<file path="config.mk">
export PLATFORM = sky130hd
export DESIGN_NAME = irq_accept_unit
export DESIGN_NICKNAME = d
export VERILOG_FILES = /design/src/rtl/irq_pkg.sv /design/src/rtl/irq_level_sync.sv /design/src/rtl/irq_top_edge.sv /design/src/rtl/irq_decide.sv /design/src/rtl/irq_accept_unit.sv
export SDC_FILE = /design/constraint.sdc
export NUM_CORES = 1
export LEC_CHECK = 0
export BUFFER_PORTS_ARGS = -buffer_cell sky130_fd_sc_hd__buf_2
export CAP_MARGIN = 40
export CORE_MARGIN = 4
export CORE_UTILIZATION = 50
export CTS_CLUSTER_DIAMETER = 60
export DETAILED_ROUTE_END_ITERATION = 16
export HOLD_SLACK_MARGIN = 0.06
export PLACE_DENSITY = 0.75
export SYNTH_ARGS = -nofsm -noshare
export SYNTH_HDL_FRONTEND = slang
export SYNTH_HIERARCHICAL = 1
export SYNTH_SLANG_ARGS = --single-unit
</file>
<file path="constraint.sdc">
create_clock -name clk_i -period 2.24 [get_ports clk_i]
set_clock_uncertainty 0.05 [all_clocks]
set_input_delay 0.448 -clock clk_i [delete_from_list [all_inputs] [get_ports clk_i]]
set_output_delay 0.448 -clock clk_i [all_outputs]
set_load 0.1 [all_outputs]
</file>
<file path="src/rtl/irq_pkg.sv">
package irq_pkg;
  localparam int unsigned LVL_W = 3;
  typedef logic [LVL_W-1:0] lvl_t;
  localparam lvl_t LVL_NONE = '0;
  localparam lvl_t LVL_TOP  = '1;
endpackage

</file>
<file path="src/rtl/irq_level_sync.sv">
module irq_level_sync #(
  parameter int unsigned LVL_W  = 3,
  parameter int unsigned STAGES = 2
) (
  input  logic             clk_i,
  input  logic             rst_ni,
  input  logic [LVL_W-1:0] pins_ni,
  output logic [LVL_W-1:0] lvl_o
);
  logic [LVL_W-1:0] chain_q [STAGES];
  logic [LVL_W-1:0] prev_q;
  logic [LVL_W-1:0] lvl_q;

  for (genvar s = 0; s < STAGES; s++) begin : g_stage
    if (s == 0) begin : g_first
      always_ff @(posedge clk_i or negedge rst_ni) begin
        if (!rst_ni) chain_q[s] <= '1;
        else         chain_q[s] <= pins_ni;
      end
    end else begin : g_next
      always_ff @(posedge clk_i or negedge rst_ni) begin
        if (!rst_ni) chain_q[s] <= '1;
        else         chain_q[s] <= chain_q[s-1];
      end
    end
  end

  // accept a level only after two equal synchronized samples
  always_ff @(posedge clk_i or negedge rst_ni) begin
    if (!rst_ni) begin
      prev_q <= '1;
      lvl_q  <= '0;
    end else begin
      prev_q <= chain_q[STAGES-1];
      if (prev_q == chain_q[STAGES-1]) lvl_q <= ~chain_q[STAGES-1];
    end
  end

  assign lvl_o = lvl_q;
endmodule

</file>
<file path="src/rtl/irq_top_edge.sv">
module irq_top_edge #(
  parameter int unsigned LVL_W = 3
) (
  input  logic             clk_i,
  input  logic             rst_ni,
  input  logic [LVL_W-1:0] lvl_i,
  input  logic             taken_top_i,
  output logic             armed_o
);
  localparam logic [LVL_W-1:0] TOP = '1;
  logic armed_q;

  always_ff @(posedge clk_i or negedge rst_ni) begin
    if (!rst_ni)             armed_q <= 1'b1;
    else if (lvl_i != TOP)   armed_q <= 1'b1;
    else if (taken_top_i)    armed_q <= 1'b0;
  end

  assign armed_o = armed_q;
endmodule

</file>
<file path="src/rtl/irq_decide.sv">
module irq_decide #(
  parameter int unsigned LVL_W = 3
) (
  input  logic             clk_i,
  input  logic             rst_ni,
  input  logic [LVL_W-1:0] lvl_i,
  input  logic [LVL_W-1:0] mask_i,
  input  logic             top_armed_i,
  input  logic             boundary_i,
  input  logic             done_i,
  output logic             take_o,
  output logic             ack_req_o,
  output logic [LVL_W-1:0] ack_level_o,
  output logic             mask_we_o,
  output logic [LVL_W-1:0] mask_o,
  output logic             super_set_o,
  output logic             trace_clr_o
);
  localparam logic [LVL_W-1:0] TOP  = '1;
  localparam logic [LVL_W-1:0] NONE = '0;

  logic             pend_q;
  logic [LVL_W-1:0] lvl_q;
  logic             upd_q;
  logic             eligible;

  always_comb begin
    if (lvl_i == TOP)       eligible = top_armed_i;
    else if (lvl_i == NONE) eligible = 1'b0;
    else                    eligible = lvl_i > mask_i;
  end

  assign take_o = boundary_i && !pend_q && eligible;

  always_ff @(posedge clk_i or negedge rst_ni) begin
    if (!rst_ni) begin
      pend_q <= 1'b0;
      lvl_q  <= '0;
      upd_q  <= 1'b0;
    end else begin
      upd_q <= take_o;
      if (take_o) begin
        pend_q <= 1'b1;
        lvl_q  <= lvl_i;
      end else if (pend_q && done_i) begin
        pend_q <= 1'b0;
      end
    end
  end

  assign ack_req_o   = pend_q;
  assign ack_level_o = lvl_q;
  assign mask_we_o   = upd_q;
  assign mask_o      = upd_q ? lvl_q : '0;
  assign super_set_o = upd_q;
  assign trace_clr_o = upd_q;
endmodule

</file>
<file path="src/rtl/irq_accept_unit.sv">
module irq_accept_unit
  import irq_pkg::*;
#(
  parameter int unsigned SYNC_STAGES = 2
) (
  input  logic       clk_i,
  input  logic       rst_ni,
  input  logic [2:0] ipl_ni,
  input  logic [2:0] mask_i,
  input  logic       boundary_i,
  input  logic       done_i,
  output logic       ack_req_o,
  output logic [2:0] ack_level_o,
  output logic       mask_we_o,
  output logic [2:0] mask_o,
  output logic       super_set_o,
  output logic       trace_clr_o
);
  lvl_t lvl;
  logic top_armed;
  logic take;

  irq_level_sync #(.LVL_W(LVL_W), .STAGES(SYNC_STAGES)) u_sync (
    .clk_i   (clk_i),
    .rst_ni  (rst_ni),
    .pins_ni (ipl_ni),
    .lvl_o   (lvl)
  );

  irq_top_edge #(.LVL_W(LVL_W)) u_edge (
    .clk_i       (clk_i),
    .rst_ni      (rst_ni),
    .lvl_i       (lvl),
    .taken_top_i (take && (lvl == LVL_TOP)),
    .armed_o     (top_armed)
  );

  irq_decide #(.LVL_W(LVL_W)) u_decide (
    .clk_i       (clk_i),
    .rst_ni      (rst_ni),
    .lvl_i       (lvl),
    .mask_i      (mask_i),
    .top_armed_i (top_armed),
    .boundary_i  (boundary_i),
    .done_i      (done_i),
    .take_o      (take),
    .ack_req_o   (ack_req_o),
    .ack_level_o (ack_level_o),
    .mask_we_o   (mask_we_o),
    .mask_o      (mask_o),
    .super_set_o (super_set_o),
    .trace_clr_o (trace_clr_o)
  );
endmodule

</file>
==> impl_table.tex, run 1 <==
\begin{tabular}{lr}
\hline
Metric & Value \\
\hline
\multicolumn{2}{l}{\textbf{Yosys}} \\
Number of synthesized flops with an enable pin & 0 \\
Simple-gate portion of the synthesized area & 0.164 \\
Post-Synthesis Cells & 72 \\
Share of synthesized cell area in full adder, half adder and majority cells & 0.0440 \\
Cell types occupying the most area after synthesis & dfstp\_2 (31\%), dfrtp\_1 (23\%), and2\_1 (4.4\%), ha\_1 (4.4\%), inv\_1 (4.0\%) \\
Async set-or-reset flop fraction in the synthesized netlist & 1.00 \\
Sequential element share of the synthesized area & 0.543 \\
Post-synthesis xor/xnor area fraction & 0.0308 \\
Distinct cell type count of the synthesized netlist & 28 \\
Leading register cell type out of synthesis & dfstp\_2 \\
Syn Std Cell Area & 853 µm² \\
Fraction of synthesized cell area taken by the top area cell type & 0.308 \\
Portion of netlist area occupied by mux cells & 0.0235 \\
Biggest area consumer among synthesized cells & dfstp\_2 \\
Synth Area in Compound Gates & 0.132 \\
Largest family of logic cells by synthesized area & simple AND/OR/NAND/NOR gates \\
Synthesis-stage register bit count & 18 \\
Count of synthesis-stage warnings from yosys & 6 \\
Synthesized net count & 85 \\
Mean area per synthesized cell & 11.9 µm² \\
\multicolumn{2}{l}{\textbf{Timing}} \\
Worst rel slew slack & 0.678 \\
Final period util & 0.896 \\
Unrepaired setup endpoints after global routing & no \\
Worst hold margin & 0.197 ns \\
Measured slew at the worst slew-check pin & 0.487 ns \\
Count of final setup violators & 0 \\
Max Freq & 498 MHz \\
Number of hold violations in the final report & 0 \\
Final min period & 2.01 ns \\
Setup Total Neg Slack & 0 ns \\
Final count of pins violating max slew & 0 \\
\multicolumn{2}{l}{\textbf{Critical path}} \\
Worst Setup Path Type & flop to flop \\
Slowest cell on crit path & dfrtp\_1 \\
CP dominant cell by count & o21a\_1 \\
Type of origin of the critical path & flop \\
CP bufs+invs & 0 \\
Critical path capture point type & flop \\
Timing endpoint of the critical path & u\_edge/armed\_o \\
Kind of cell with the highest combined delay on the critical path & compound AO/OA/AOI/OAI gates \\
Crit Path Max Fanout & 8 \\
Arrival time at the worst endpoint & 2.16 ns \\
Startpoint of the worst setup timing path & u\_sync/lvl\_o[2] \\
WP data required & 2.40 ns \\
Critical R2R Launch & u\_sync/lvl\_o[2] \\
Worst path depth & 7 \\
Ordered cell list for the critical path & ha\_1 -> a21oi\_1 -> o21a\_1 -> o21a\_1 -> nor2\_1 -> and4\_1 -> o2111ai\_2 \\
Endpoint of the worst register-to-register path & u\_edge/armed\_o \\
Reg2reg setup slack & 0.23 ns \\
Delay of the slowest cell on the worst path & 0.48 ns \\
Cells on worst reg2reg path & 7 \\
\multicolumn{2}{l}{\textbf{GRT}} \\
Number of antenna violations at the first check in global routing & 0 \\
Wire length of the first global-routing pass & 2.50 mm \\
GRT Resource Usage Total & 0.136 \\
Vias in the first global route & 520 \\
Pin count of the biggest net entering global routing & 19 \\
Overflow after GRT & 0 \\
\multicolumn{2}{l}{\textbf{CTS}} \\
Clock buffers created by TritonCTS & 3 \\
Clock insertion delay at the later pin of the skew report & 0.28 ns \\
CTS-repair resized insts & 0 \\
Clock-pin slew on the worst setup and hold paths & 0.10 ns \\
Number of clock sinks & 18 \\
Root Driver & clkbuf\_4 \\
Clock tree from TritonCTS & done \\
Buffers from clock root to sink, at most & 2 \\
Level count of the clock H-tree & 1 \\
Post-CTS Setup Bufs & 0 \\
\multicolumn{2}{l}{\textbf{Drt}} \\
First-pass iteration count of the detailed router & 4 \\
Detailed router's first-iteration violation count & 5 \\
Number of vias per cell after detailed routing & 5.28 \\
Total wire length & 1.50 mm \\
Residual antenna-violating net count after detailed routing & 0 \\
DR vias & 576 \\
Routed wire per std cell & 13.7 µm \\
Final routed DRC violation total & 0 \\
\multicolumn{2}{l}{\textbf{Die}} \\
Placeable core region & 1560 µm² \\
Die width & 49.3 µm \\
Number of standard-cell rows in the floorplan & 14 \\
Number of placed I/O pins & 20 \\
Starting Density & 0.547 \\
Die outline height & 49.3 µm \\
Total Die Area & 2430 µm² \\
\multicolumn{2}{l}{\textbf{Layout}} \\
Antenna cell count & 0 \\
Most frequent cells in the layout & buf\_2 (19), dfstp\_2 (10), inv\_1 (9) \\
Most common cell after layout, fill and taps aside & buf\_2 \\
Area Overhead vs Synth & 17.0\% \\
Proportion of layout cells with a drive suffix above 1 & 0.430 \\
Net count of the finished layout & 107 \\
\multicolumn{2}{l}{\textbf{Placed design}} \\
Routability cong. & 0.703 \\
Count of buffers from port buffering & 19 \\
HPWL after DPL & 1.09 mm \\
\multicolumn{2}{l}{\textbf{Power and ir drop}} \\
Static leakage & 0.000479 µW \\
Power Dens Cells & 1410 nW/µm² \\
Maximum vdd ir drop & 1.03 mV \\
\multicolumn{2}{l}{\textbf{Run status}} \\
Result of the run & finished clean \\
\multicolumn{2}{l}{\textbf{Hold path}} \\
Hold WC Path Type & primary input to flop \\
\multicolumn{2}{l}{\textbf{Flow run}} \\
Number of violations of the max-capacitance limit & 0 \\
\hline
\end{tabular}
==> layout make-up <==
cell class | instances | area [µm²]
fill | 120 | 561
sequential | 18 | 463
multi-input combinational | 42 | 340
timing repair buffer | 20 | 105
clock buffer | 4 | 36.3
inverter | 9 | 33.8
tap | 16 | 20.0
==> where the power goes <==
part	switching (µW)	total, µW	internal, µW
combinational	587	758	171
sequential	64.2	452	388
clock	95.0	194	98.9
total	746	1400	658
==> cells in the mapped netlist (2+ instances only) <==
master,instances
a211o_1,3
a221o_1,3
and2_1,6
buf_4,2
dfrtp_1,8
dfstp_2,10
ha_1,3
inv_1,9
mux2i_1,2
nand3_1,3
nor2_1,2
nor4b_1,2
o21a_1,2
xnor2_1,3
==> metal layers <==
layer  part of all wire  track usage
met4              0.017       0.0995
met5                  0            0
met2               0.46        0.192
met1               0.49        0.188
met3              0.038       0.0214
==> worst min-delay path by stage <==
stage,endpoint,cells after the start,slack (ns),start
after floorplan,u_decide/ack_level_o[0],0,0.10,rst_ni
after global placement,u_sync/chain_q[1],0,0.30,u_sync/chain_q[4]
after detailed placement,u_sync/chain_q[0],0,0.30,u_sync/chain_q[3]
after CTS,u_sync/chain_q[5],1,0.18,ipl_ni[2]
after global routing,u_sync/chain_q[5],1,0.18,ipl_ni[2]
final,u_sync/chain_q[4],1,0.20,ipl_ni[1]
==> per-stage QoR <==
| step | setup slack (ns) | power [µW] | cell area, µm² | utilization | cells |
|---|---|---|---|---|---|
| after floorplan | 0.166 | 1110 | 857 | - | 72 |
| after global placement | 0.273 | 1200 | 952 | 0.611 | 104 |
| after detailed placement | 0.189 | 1220 | 952 | 0.611 | 104 |
| after CTS | 0.239 | 1420 | 998 | 0.640 | 109 |
| after global routing | 0.123 | 1480 | 998 | 0.640 | 109 |
| final | 0.233 | 1400 | 998 | 0.640 | 109 |
==> sequential cells by signal (all words and copies together), names as in the netlist <==
register              cells
u_decide/ack_level_o      3
u_edge/armed_o            1
u_decide/ack_req_o        1
u_sync/prev_q             3
u_sync/lvl_o              3
u_decide/mask_we_o        1
u_sync/chain_q            6
==> cells by family after synthesis <==
| group | count (synthesis) |
|---|---|
| muxes | 2 |
| DFF | 18 |
| xor gates and xnor gates | 3 |
| adders and majority gates | 3 |
| and+or+nand+nor | 21 |
| buffers and inverters | 12 |
| AOI/OAI and AO/OA | 13 |
==> what timing repair did <==
action / CTS / global route
hold buffers: 1 / 0
setup endpoints to repair: 0 / 0
endpoints found under the hold margin: 8 / 0
Note: power is estimated with default switching activity, not from simulation.
==> inputs of run 2 (changes only) <==
- clock period: 2.24 -> 1.85 ns (I/O delays scaled with it)
==> run 2 against run 1 <==
Against the previous run:
- maximum frequency grew 11%
- register-to-register slack lost 0.19 ns
- flip-flop and latch count is the same
- clock-buffer cell count is the same
- final area grew 10%
- hold slack lost 0.081 ns
- combinational power grew 39%
- die area is the same
- first-iteration DRC count grew 80%
- utilization grew 6.6 points
- largest cell class unchanged
- highest routed layer unchanged
==> impl_table.tex, run 2 (synthesis results as in run 1) <==
\begin{tabular}{lr}
\hline
Metric & Value \\
\hline
\multicolumn{2}{l}{\textbf{GRT}} \\
Overflow after GRT & 0 (unchanged) \\
GRT Resource Usage Total & 0.142 (+0.00585) \\
Vias in the first global route & 636 (+22\%) \\
Wire length of the first global-routing pass & 2.66 mm (+6.3\%) \\
Pin count of the biggest net entering global routing & 19 (unchanged) \\
Number of antenna violations at the first check in global routing & 0 (unchanged) \\
\multicolumn{2}{l}{\textbf{Power and ir drop}} \\
Maximum vdd ir drop & 1.36 mV (+31\%) \\
Final total power & 1820 µW (+30\%) \\
Power Dens Cells & 1650 nW/µm² (+18\%) \\
Static leakage & 0.000520 µW (+8.6\%) \\
\multicolumn{2}{l}{\textbf{Layout}} \\
Number of flip-flops in the largest register & 6 (unchanged) \\
Most frequent cells in the layout & buf\_2 (19), dfstp\_2 (10), buf\_4 (9), inv\_1 (9) \\
Net count of the finished layout & 116 (+8.4\%) \\
Area Overhead vs Synth & 29.0\% \\
Top reg by flops & u\_sync/chain\_q \\
Antenna cell count & 0 (unchanged) \\
Number of cells in the finished layout apart from fillers & 118 (+8.3\%) \\
Most common cell after layout, fill and taps aside & buf\_2 \\
Final standard cell area without fillers & 1100 µm² (+10\%) \\
Proportion of layout cells with a drive suffix above 1 & 0.559 (+0.129) \\
\multicolumn{2}{l}{\textbf{Timing}} \\
Final count of pins violating max slew & 0 (unchanged) \\
Measured slew at the worst slew-check pin & 0.487 ns (-0.000383 ns) \\
Final min period & 1.80 ns (-0.205 ns) \\
Count of final setup violators & 0 (unchanged) \\
Number of hold violations in the final report & 0 (unchanged) \\
Final period util & 0.974 (+0.0783) \\
Setup Total Neg Slack & 0 ns (unchanged) \\
Max Freq & 555 MHz (+11\%) \\
Worst rel slew slack & 0.678 (about the same) \\
Worst hold margin & 0.116 ns (-0.0810 ns) \\
\multicolumn{2}{l}{\textbf{Drt}} \\
Residual antenna-violating net count after detailed routing & 0 (unchanged) \\
Total wire length & 1.54 mm (+2.7\%) \\
Detailed router's first-iteration violation count & 9 (+4) \\
DR vias & 644 (+12\%) \\
Routed wire per std cell & 13.0 µm (-5.1\%) \\
Final routed DRC violation total & 0 (unchanged) \\
Number of vias per cell after detailed routing & 5.46 (+3.3\%) \\
First-pass iteration count of the detailed router & 4 (unchanged) \\
\multicolumn{2}{l}{\textbf{Hold path}} \\
Hold WC Path Type & primary input to flop \\
Origin of the worst min-delay path & ipl\_ni[1] \\
\multicolumn{2}{l}{\textbf{Die}} \\
Starting Density & 0.547 (unchanged) \\
Die width & 49.3 µm (unchanged) \\
Number of placed I/O pins & 20 (unchanged) \\
Total Die Area & 2430 µm² (unchanged) \\
Number of standard-cell rows in the floorplan & 14 (unchanged) \\
Die outline height & 49.3 µm (unchanged) \\
Placeable core region & 1560 µm² (unchanged) \\
\multicolumn{2}{l}{\textbf{Placed design}} \\
Placed cell areas & 995 µm² (+4.5\%) \\
HPWL after DPL & 1.10 mm (+0.71\%) \\
Number of cells after detailed placement & 109 (+4.8\%) \\
Count of buffers from port buffering & 19 (unchanged) \\
Routability cong. & 0.770 (+9.4\%) \\
\multicolumn{2}{l}{\textbf{CTS}} \\
Clock tree from TritonCTS & done \\
Root Driver & clkbuf\_4 \\
Level count of the clock H-tree & 1 (unchanged) \\
Buffers from clock root to sink, at most & 2 (unchanged) \\
Number of clock sinks & 18 (unchanged) \\
Clock insertion delay at the later pin of the skew report & 0.29 ns (about the same) \\
Clock buffers created by TritonCTS & 3 (unchanged) \\
Clock-pin slew on the worst setup and hold paths & 0.10 ns (about the same) \\
\multicolumn{2}{l}{\textbf{Critical path}} \\
Reg2reg setup slack & 0.05 ns (-0.19 ns) \\
Critical R2R Launch & u\_sync/lvl\_o[1] \\
Type of origin of the critical path & flop \\
WP data required & 2.01 ns (-0.39 ns) \\
Crit Path Max Fanout & 3 (-5) \\
Arrival time at the worst endpoint & 1.96 ns (-0.20 ns) \\
Critical path capture point type & flop \\
Worst Setup Path Type & flop to flop \\
Startpoint of the worst setup timing path & u\_sync/lvl\_o[1] \\
\multicolumn{2}{l}{\textbf{Run status}} \\
Result of the run & finished clean \\
\multicolumn{2}{l}{\textbf{Flow run}} \\
Number of violations of the max-capacitance limit & 0 (unchanged) \\
\hline
\end{tabular}
==> run 2: changes by cell type in the layout (fill, tap and decap cells not counted), moves of 2 or more <==
| cell | previous run | this run |
|---|---|---|
| ha_4 | 0 | 2 |
| ha_1 | 3 | 1 |
| dfrtp_2 | 0 | 4 |
| dfrtp_1 | 8 | 4 |
| buf_4 | 0 | 9 |
==> run 2: critical path, stage by stage, from the launching register on <==
cell and delay (ns):
dfrtp_1 0.43, buf_4 0.15, or3_2 0.48, nand3_2 0.08
o21a_1 0.14, nor2_1 0.07, and4_1 0.17, o2111ai_2 0.15
==> run 2: metrics by stage <==
| stage | worst slack (ns) | utilization |
|---|---|---|
| after floorplan | -0.103 | - |
| after global placement | -0.0190 | 0.638 |
| after detailed placement | -0.0934 | 0.638 |
| after CTS | 0.0451 | 0.669 |
| after global routing | -0.0200 | 0.706 |
| final | 0.0473 | 0.706 |
==> run 2: path summary, 6_finish.rpt <==
check	cells after the start	to
max reg2reg	7	u_edge/armed_o
min	1	u_sync/chain_q[4]
max	7	u_edge/armed_o
min reg2reg	0	u_sync/chain_q[1]
min in group asynchronous	2	u_sync/lvl_o[0]
max in group asynchronous	2	u_edge/armed_o
==> run 2: routing by layer <==
layer / up-vias / track usage / wire [µm] / part of all wire
met1: 309 / 0.176 / 677 / 0.44
met2: 18 / 0.241 / 744 / 0.48
met3: 2 / 0.0275 / 103 / 0.067
met5: - / 0 / 0 / 0
met4: 0 / 0.0569 / 12 / 0.0078
li1: 315 / - / - / -
==> run 2: power by group <==
part           leakage (µW)  switching (µW)  total [µW]  internal (µW)
logic              0.000305             758        1050            293
registers          0.000194            59.0         535            476
clock network     0.0000210             116         236            120
total              0.000520             933        1820            889
==> run 2: repair_timing <==
| action | 4_1_cts | 5_1_grt |
|---|---|---|
| hold endpoints to repair | 8 | 0 |
| setup endpoints to repair | 1 | 1 |
| buffers inserted | 0 | 4 |
| resized for setup | 1 | 3 |
| cloned | 0 | 0 |
| pin swaps | 0 | 5 |
| hold buffers | 1 | 0 |
==> run 2: cell type report <==
type                    count  area (µm²)
repair buffers             29         173
flip-flops and latches     18         468
well taps                  16        20.0
multi-input cells          42         370
inverters                   9        33.8
clock buffers               4        36.3
fillers                   109         458
